[config.mk]
export PLATFORM = sky130hd
export DESIGN_NAME = cvsd_codec
export DESIGN_NICKNAME = d
export VERILOG_FILES = /design/src/rtl/cvsd_pkg.sv /design/src/rtl/cvsd_step_adapt.sv /design/src/rtl/cvsd_integrator.sv /design/src/rtl/cvsd_codec.sv
export SDC_FILE = /design/constraint.sdc
export NUM_CORES = 1
export LEC_CHECK = 0
export CORE_MARGIN = 5
export CORE_UTILIZATION = 30
export CTS_CLUSTER_DIAMETER = 80
export DETAILED_ROUTE_END_ITERATION = 7
export GPL_TIMING_DRIVEN = 0
export SLEW_MARGIN = 20
export SYNTH_ARGS = -nofsm -noshare
export SYNTH_HDL_FRONTEND = slang
export SYNTH_SLANG_ARGS = --single-unit
export TNS_END_PERCENT = 100
[constraint.sdc]
create_clock -name clk -period 5.65 [get_ports clk]
set_input_delay 1.4125 -clock clk [delete_from_list [all_inputs] [get_ports clk]]
set_output_delay 1.4125 -clock clk [all_outputs]
set_load 0.03 [all_outputs]
[src/rtl/cvsd_pkg.sv]
package cvsd_pkg;
   typedef enum logic {
      MODE_ENCODE = 1'b0,
      MODE_DECODE = 1'b1
   } cvsd_mode_e;
endpackage

[src/rtl/cvsd_step_adapt.sv]
module cvsd_step_adapt #(
   parameter int STEP_MIN    = 1,
   parameter int STEP_MAX    = 256,
   parameter int STEP_INC    = 8,
   parameter int STEP_DEC    = 1,
   parameter int DECAY_SHIFT = 0,
   localparam int STEP_W     = $clog2(STEP_MAX + 1)
) (
   input  logic              clk,
   input  logic              rst,
   input  logic              upd_i,
   input  logic              bit_i,
   input  logic              hold_i,
   output logic [STEP_W-1:0] step_o
);
   logic [1:0]        hist_q;
   logic [STEP_W-1:0] step_q;
   logic              run_w;
   int                dec_amt;
   int                grown;
   int                shrunk;

   assign run_w = (bit_i == hist_q[0]) && (bit_i == hist_q[1]);

   generate
      if (DECAY_SHIFT == 0) begin : g_lin_decay
         assign dec_amt = STEP_DEC;
      end else begin : g_prop_decay
         always_comb begin
            dec_amt = int'(step_q >> DECAY_SHIFT);
            if (dec_amt < 1) dec_amt = 1;
         end
      end
   endgenerate

   always_comb begin
      grown  = int'(step_q) + STEP_INC;
      shrunk = int'(step_q) - dec_amt;
      if (grown > STEP_MAX) grown = STEP_MAX;
      if (shrunk < STEP_MIN) shrunk = STEP_MIN;
      if (hold_i)     step_o = step_q;
      else if (run_w) step_o = STEP_W'(grown);
      else            step_o = STEP_W'(shrunk);
   end

   always_ff @(negedge clk) begin
      if (rst) begin
         hist_q <= '0;
         step_q <= STEP_W'(STEP_MIN);
      end else if (upd_i) begin
         hist_q <= {hist_q[0], bit_i};
         step_q <= step_o;
      end
   end

   p_step_range_r5: assert property (@(negedge clk) disable iff (rst)
      (int'(step_q) >= STEP_MIN) && (int'(step_q) <= STEP_MAX))
      else $error("step left its range");

   p_step_frozen_r6: assert property (@(negedge clk) disable iff (rst)
      (upd_i && hold_i) |=> $stable(step_q))
      else $error("step changed while clamped");
endmodule

[src/rtl/cvsd_integrator.sv]
module cvsd_integrator #(
   parameter int W      = 12,
   parameter int STEP_W = 9
) (
   input  logic                clk,
   input  logic                rst,
   input  logic                upd_i,
   input  logic                bit_i,
   input  logic [STEP_W-1:0]   step_i,
   output logic signed [W-1:0] est_o,
   output logic                clamp_o
);
   localparam logic signed [W:0] LIM = (W+1)'(3 << (W - 3));

   logic signed [W:0] ext_est;
   logic signed [W:0] ext_step;
   logic signed [W:0] cand;
   logic signed [W-1:0] est_q;
   logic                clamp_q;

   assign ext_est  = {est_q[W-1], est_q};
   assign ext_step = $signed({{(W + 1 - STEP_W){1'b0}}, step_i});
   assign cand     = bit_i ? (ext_est + ext_step) : (ext_est - ext_step);

   always_ff @(negedge clk) begin
      if (rst) begin
         est_q   <= '0;
         clamp_q <= 1'b0;
      end else if (upd_i) begin
         if (cand >= LIM) begin
            est_q   <= LIM[W-1:0];
            clamp_q <= 1'b1;
         end else if (cand <= -LIM) begin
            est_q   <= W'(-LIM);
            clamp_q <= 1'b1;
         end else begin
            est_q   <= cand[W-1:0];
            clamp_q <= 1'b0;
         end
      end
   end

   assign est_o   = est_q;
   assign clamp_o = clamp_q;

   p_clamp_bound_r6: assert property (@(negedge clk) disable iff (rst)
      ($signed({est_q[W-1], est_q}) <= LIM) && ($signed({est_q[W-1], est_q}) >= -LIM))
      else $error("estimate beyond clamp limit");
endmodule

[src/rtl/cvsd_codec.sv]
module cvsd_codec #(
   parameter int W           = 12,
   parameter int STEP_MIN    = 1,
   parameter int STEP_MAX    = 256,
   parameter int STEP_INC    = 8,
   parameter int STEP_DEC    = 1,
   parameter int DECAY_SHIFT = 0
) (
   input  logic                clk,
   input  logic                rst,
   input  logic                mode_dec,
   input  logic signed [W-1:0] sample_in,
   input  logic                bit_in,
   output logic                bit_out,
   output logic signed [W-1:0] est_out,
   output logic                agc_n,
   output logic                clamped
);
   import cvsd_pkg::*;

   localparam int STEP_W = $clog2(STEP_MAX + 1);
   localparam logic signed [W-1:0] HALF = W'(1 << (W - 2));

   generate
      if (W < 6) begin : g_chk_w
         $error("W must be at least 6");
      end
      if (STEP_MIN < 1 || STEP_MIN > STEP_MAX) begin : g_chk_min
         $error("STEP_MIN must lie in 1..STEP_MAX");
      end
      if (STEP_MAX > (1 << (W - 3))) begin : g_chk_max
         $error("STEP_MAX too large for W");
      end
      if (STEP_INC < 1 || STEP_DEC < 1) begin : g_chk_inc
         $error("step increments must be positive");
      end
   endgenerate

   cvsd_mode_e  mode_w;
   logic        dec_r;
   logic        vld_r;
   logic        bit_q;
   logic [STEP_W-1:0] step_w;

   assign mode_w = cvsd_mode_e'(mode_dec);

   always_ff @(posedge clk) begin
      if (rst) begin
         dec_r <= 1'b0;
         vld_r <= 1'b0;
      end else begin
         dec_r <= (mode_w == MODE_DECODE) ? bit_in : (sample_in >= est_out);
         vld_r <= 1'b1;
      end
   end

   always_ff @(negedge clk) begin
      if (rst)        bit_q <= 1'b0;
      else if (vld_r) bit_q <= dec_r;
   end

   cvsd_step_adapt #(
      .STEP_MIN(STEP_MIN), .STEP_MAX(STEP_MAX), .STEP_INC(STEP_INC),
      .STEP_DEC(STEP_DEC), .DECAY_SHIFT(DECAY_SHIFT)
   ) u_step (
      .clk(clk), .rst(rst), .upd_i(vld_r), .bit_i(dec_r),
      .hold_i(clamped), .step_o(step_w)
   );

   cvsd_integrator #(.W(W), .STEP_W(STEP_W)) u_integ (
      .clk(clk), .rst(rst), .upd_i(vld_r), .bit_i(dec_r),
      .step_i(step_w), .est_o(est_out), .clamp_o(clamped)
   );

   assign bit_out = bit_q;
   assign agc_n   = !((est_out >= HALF) || (est_out <= -HALF));

   p_bit_launch_r1: assert property (@(negedge clk) disable iff (rst)
      vld_r |=> (bit_out == $past(dec_r)))
      else $error("launched bit differs from captured decision");

   p_clamp_agc_r7: assert property (@(negedge clk) disable iff (rst)
      clamped |-> !agc_n)
      else $error("clamped estimate without level flag");
endmodule

# Word-level counts from Yosys, hierarchy flattened

Cells that the tools add are included.

$add $sub $neg: 4
Reductions and logical operators: 3
Mux-type cells: 11
Eq/ne operators: 2
$lt $le $gt $ge: 7

Operators by type and width:

| kind                 | number |
|---|---|
| $mux 9               | 4 |
| $mux 12              | 2 |
| $add 12x10->13       | 1 |
| $ge 13x12->1 const B | 1 |
| $le 13x12->1 const B | 1 |
| $mux 13              | 1 |
| $sub 12x10->13       | 1 |
| $ge 12x12->1         | 1 |
| $ge 12x12->1 const B | 1 |
| $le 12x11->1 const B | 1 |
| $add 9x4->10 const B | 1 |
| $gt 10x9->1 const B  | 1 |
| $lt 10x2->1 const B  | 1 |
| $sub 9x1->10 const B | 1 |
| $mux 1               | 4 |
| $eq 1x1->1           | 2 |
| $logic_and 1x1->1    | 1 |
| $logic_not 1->1      | 1 |
| $logic_or 1x1->1     | 1 |

Input port bits: 16
Register bits: 27
Output and inout bits: 15
Word-level logic and storage cells: 34

# Logic depth before layout (Yosys ltp)

Word-level depth: 10
Depth in mapped cells: 26
Gate-level depth less buffers: 25

# Cells and area by module

A second synthesis with hierarchy kept.

Cells, all modules: 395
Area total of the unflattened synthesis: 3,123.0 µm²

Modules (own cells, without submodules):

| module          | instances | seq. area each (µm²) | area an instance (µm²) | cells each |
|---|---|---|---|---|
| cvsd_integrator | 1         | 260.2                | 1,433.9                | 174 |
| cvsd_step_adapt | 1         | 220.2                | 1,224.9                | 159 |
| cvsd_codec      | 1         | 60.1                 | 464.2                  | 62 |

==> results.json <==
{
  "pwr_density_cell_nw_per_um2": 551,
  "worstSetupEndpointType": "flop",
  "critical_path.slowest_cell": "or3_4",
  "synth_cell_types": 80,
  "min_path_type": "flop to flop",
  "crit_start": "dec_r$_SDFF_PP0_",
  "path_buf_inv": 2,
  "num_io_pins": 31,
  "outcome": "finished with violations",
  "clk_latency_ns": 0.36,
  "tightest_slew_ns": 0.727,
  "synth_ff_type": "dfxtp_1",
  "dp_slack_ns": -1.97,
  "ant_nets": 0,
  "root_buffer": "clkbuf_8",
  "path_delay_family": "compound AO/OA/AOI/OAI gates",
  "r2r_cells": 22,
  "core_area_sq_um": 9280,
  "start_kind": "flop",
  "grt_pass1_vias": 2909,
  "vias": 2983,
  "postSynthAreaPerCell_sq_um": 8.42,
  "crit_type": "flop to flop",
  "fin_cells": 561,
  "drt_iter0_drc": 176,
  "postPlaceCellArea_sq_um": 3410,
  "synth_seq_area_share": 0.181,
  "fin_ws_ns": -1.53,
  "wl_um": 8290,
  "grt_pass1_wl_um": 13700,
  "start_util": 0.310,
  "arrival_ns": 4.59,
  "setup_viol_count_final": 14,
  "synthesis.area_sq_um": 2880,
  "row_count": 35,
  "grt_max_degree": 16,
  "worstSetupEndpoint": "u_integ.est_o[8]$_SDFFE_NP0P_",
  "wire_per_inst_um": 14.8,
  "r2r_slack_ns": -1.53,
  "die_x_um": 108,
  "synth_edf_count": 0,
  "synth_seq_cells": 26,
  "rsz0062_at_grt": "true",
  "holdBufCountCts": 0,
  "required_ns": 3.06,
  "synth_fp_nets": 390,
  "synth_warnings": 0,
  "cts.sinks": 26,
  "gp_congestion": 0.834,
  "diodes": 0,
  "drive_above_1_share": 0.289,
  "hold_violations": 0,
  "area_growth_pct": 40.3,
  "crit-reg2reg-launch": "dec_r$_SDFF_PP0_",
  "drc": 0,
  "ir_worst_vdd_v": 0.000421,
  "clk_path_buf_depth": 2,
  "cts_tree": "built",
  "p_leak_nw": 1.75,
  "max-cap-violations": 0,
  "cp_num_cells": 22,
  "synthDominantCellAreaShare": 0.181,
  "finalClockSkew_ns": 0.0725,
  "die_h_um": 108,
  "hpwlAfterDp_um": 5970,
  "grt_usage": 0.140,
  "slew_headroom": 0.515,
  "portBuffers": 29,
  "synth_area_leaders": "dfxtp_1, ha_1, xnor2_1",
  "htreeDepth": 1,
  "slowest_delay_ns": 0.38,
  "worst_r2r_endpoint": "u_integ.est_o[8]$_SDFFE_NP0P_",
  "gr-total-overflow": 0,
  "layout.nets": 481,
  "finalMaxSlewViolations": 0,
  "critPathMaxFanout": 9,
  "async_flop_share": 0,
  "fin_area_sq_um": 4040,
  "dp.cells": 500,
  "synthCells": 342,
  "die-area_sq_um": 11700,
  "path_clk_slew_ns": 0.11,
  "violations": "negative setup slack",
  "cts_buffers": 3,
  "crit_chain": "and3_4 -> nor2_4 -> o21ai_4 -> a22oi_2 -> ha_2 -> nand2_2 -> a21oi_4 -> and3_4 -> nor2_2 -> xnor2_1 -> ha_2 -> buf_4 -> o21a_1 -> o22ai_4 -> xnor2_2 -> or3_4 -> o41ai_4 -> a21oi_2 -> mux2i_2 -> nor3b_4 -> buf_12 -> a22o_1",
  "dr.pass1.iters": 4,
  "via_per_inst": 5.32,
  "antenna_found_initial": 0,
  "yosysTopAreaCell": "dfxtp_1"
}
-- what timing repair did --
action / CTS / global route
buffers inserted: 26 / 10
resized for setup: 57 / 13
pin swaps: 38 / 18
setup endpoints to repair: 28 / 14
-- flip-flops by register name (all words and copies together), names as in the netlist --
signal,cells
dec_r,1
u_step.step_q,9
u_step.hist_q,2
u_integ.clamp_o,1
u_integ.est_o,12
vld_r,1
-- synth_stat cells (all sizes together) (5+ instances only) --
master,count
o211ai,5
nand3,12
a211oi,10
nand2,15
a21oi,23
nor3b,5
inv,23
dfxtp,26
nor4,7
ha,31
a21o,8
xnor2,19
nor3,13
nor2,30
clkbuf,6
buf,9
a22o,9
o21ai,6
and3,6
mux2i,9
-- stage by stage --
stage	power [mW]	setup TNS [ns]	utilization	hold slack (ns)
after global routing	2.40	-21.48	0.435	0.562
after floorplan	1.35	-15.75	-	0.519
after detailed placement	1.62	-23.92	0.367	0.548
final	2.23	-18.61	0.435	0.533
after global placement	1.60	-23.66	0.367	0.543
after CTS	2.09	-17.86	0.421	0.552
-- area by class of cell --
class                   count  area (sq um)
clock inverters            24          90.1
well taps                 129           161
repair buffers             64           546
inverters                  22          82.6
clock buffers               4          66.3
plain buffers              14          97.6
multi-input cells         278          2470
fillers                   924          5240
flip-flops and latches     26           532
-- where the power goes --
group / switching, mW / total (mW) / internal, mW
sequential: 0.0490 / 0.270 / 0.221
clock: 0.110 / 0.209 / 0.0993
combinational: 0.890 / 1.75 / 0.857
total: 1.05 / 2.23 / 1.18
-- cell usage in the layout, fill, tap and decap left out, types with 4 or more instances in the layout --
| cell type | n |
|---|---|
| a211oi_1 | 8 |
| a21o_1 | 6 |
| a21oi_1 | 15 |
| a21oi_2 | 7 |
| a22o_1 | 9 |
| and3_1 | 4 |
| buf_2 | 5 |
| buf_4 | 36 |
| clkbuf_1 | 4 |
| clkbuf_8 | 5 |
| clkdlybuf4s50_1 | 14 |
| dfxtp_1 | 21 |
| dlygate4sd2_1 | 14 |
| ha_1 | 28 |
| inv_1 | 46 |
| mux2i_1 | 7 |
| nand2_1 | 13 |
| nand3_1 | 11 |
| nand4_1 | 4 |
| nor2_1 | 27 |
| nor2b_1 | 4 |
| nor3_1 | 9 |
| o211ai_1 | 5 |
| or4_1 | 4 |
| xnor2_1 | 14 |
| xnor2_2 | 5 |
| xor2_1 | 4 |
-- kinds of logic after synthesis --
kind of cell	after synthesis	synth area share
muxes	11	0.0404
buffers and inverters	38	0.0678
DFF	26	0.181
adders and majority gates	32	0.142
AOI/OAI and AO/OA	94	0.256
xor gates and xnor gates	23	0.0725
and+or+nand+nor	118	0.241
-- worst min-delay path by stage --
stage,depth (start not counted),startpoint,endpoint
after floorplan,2,u_step.step_q[1]$_SDFFE_NP0P_,u_step.step_q[1]$_SDFFE_NP0P_
after global placement,1,u_integ.est_o[5]$_SDFFE_NP0P_,u_integ.est_o[5]$_SDFFE_NP0P_
after detailed placement,2,u_integ.est_o[9]$_SDFFE_NP0P_,u_integ.est_o[9]$_SDFFE_NP0P_
after CTS,1,u_integ.est_o[4]$_SDFFE_NP0P_,u_integ.est_o[4]$_SDFFE_NP0P_
after global routing,1,u_integ.est_o[7]$_SDFFE_NP0P_,u_integ.est_o[7]$_SDFFE_NP0P_
final,1,u_integ.est_o[7]$_SDFFE_NP0P_,u_integ.est_o[7]$_SDFFE_NP0P_
-- per-layer routing --
metal	wire, um	GRT usage	part of all wire	up-vias
li1	-	-	-	1459
met1	3710	0.188	0.45	1432
met2	4000	0.236	0.48	84
met3	536	0.0293	0.065	8
met4	45	0.0198	0.0054	0
met5	0	0	0	-
No activity file was read; power rests on OpenSTA's default activity.
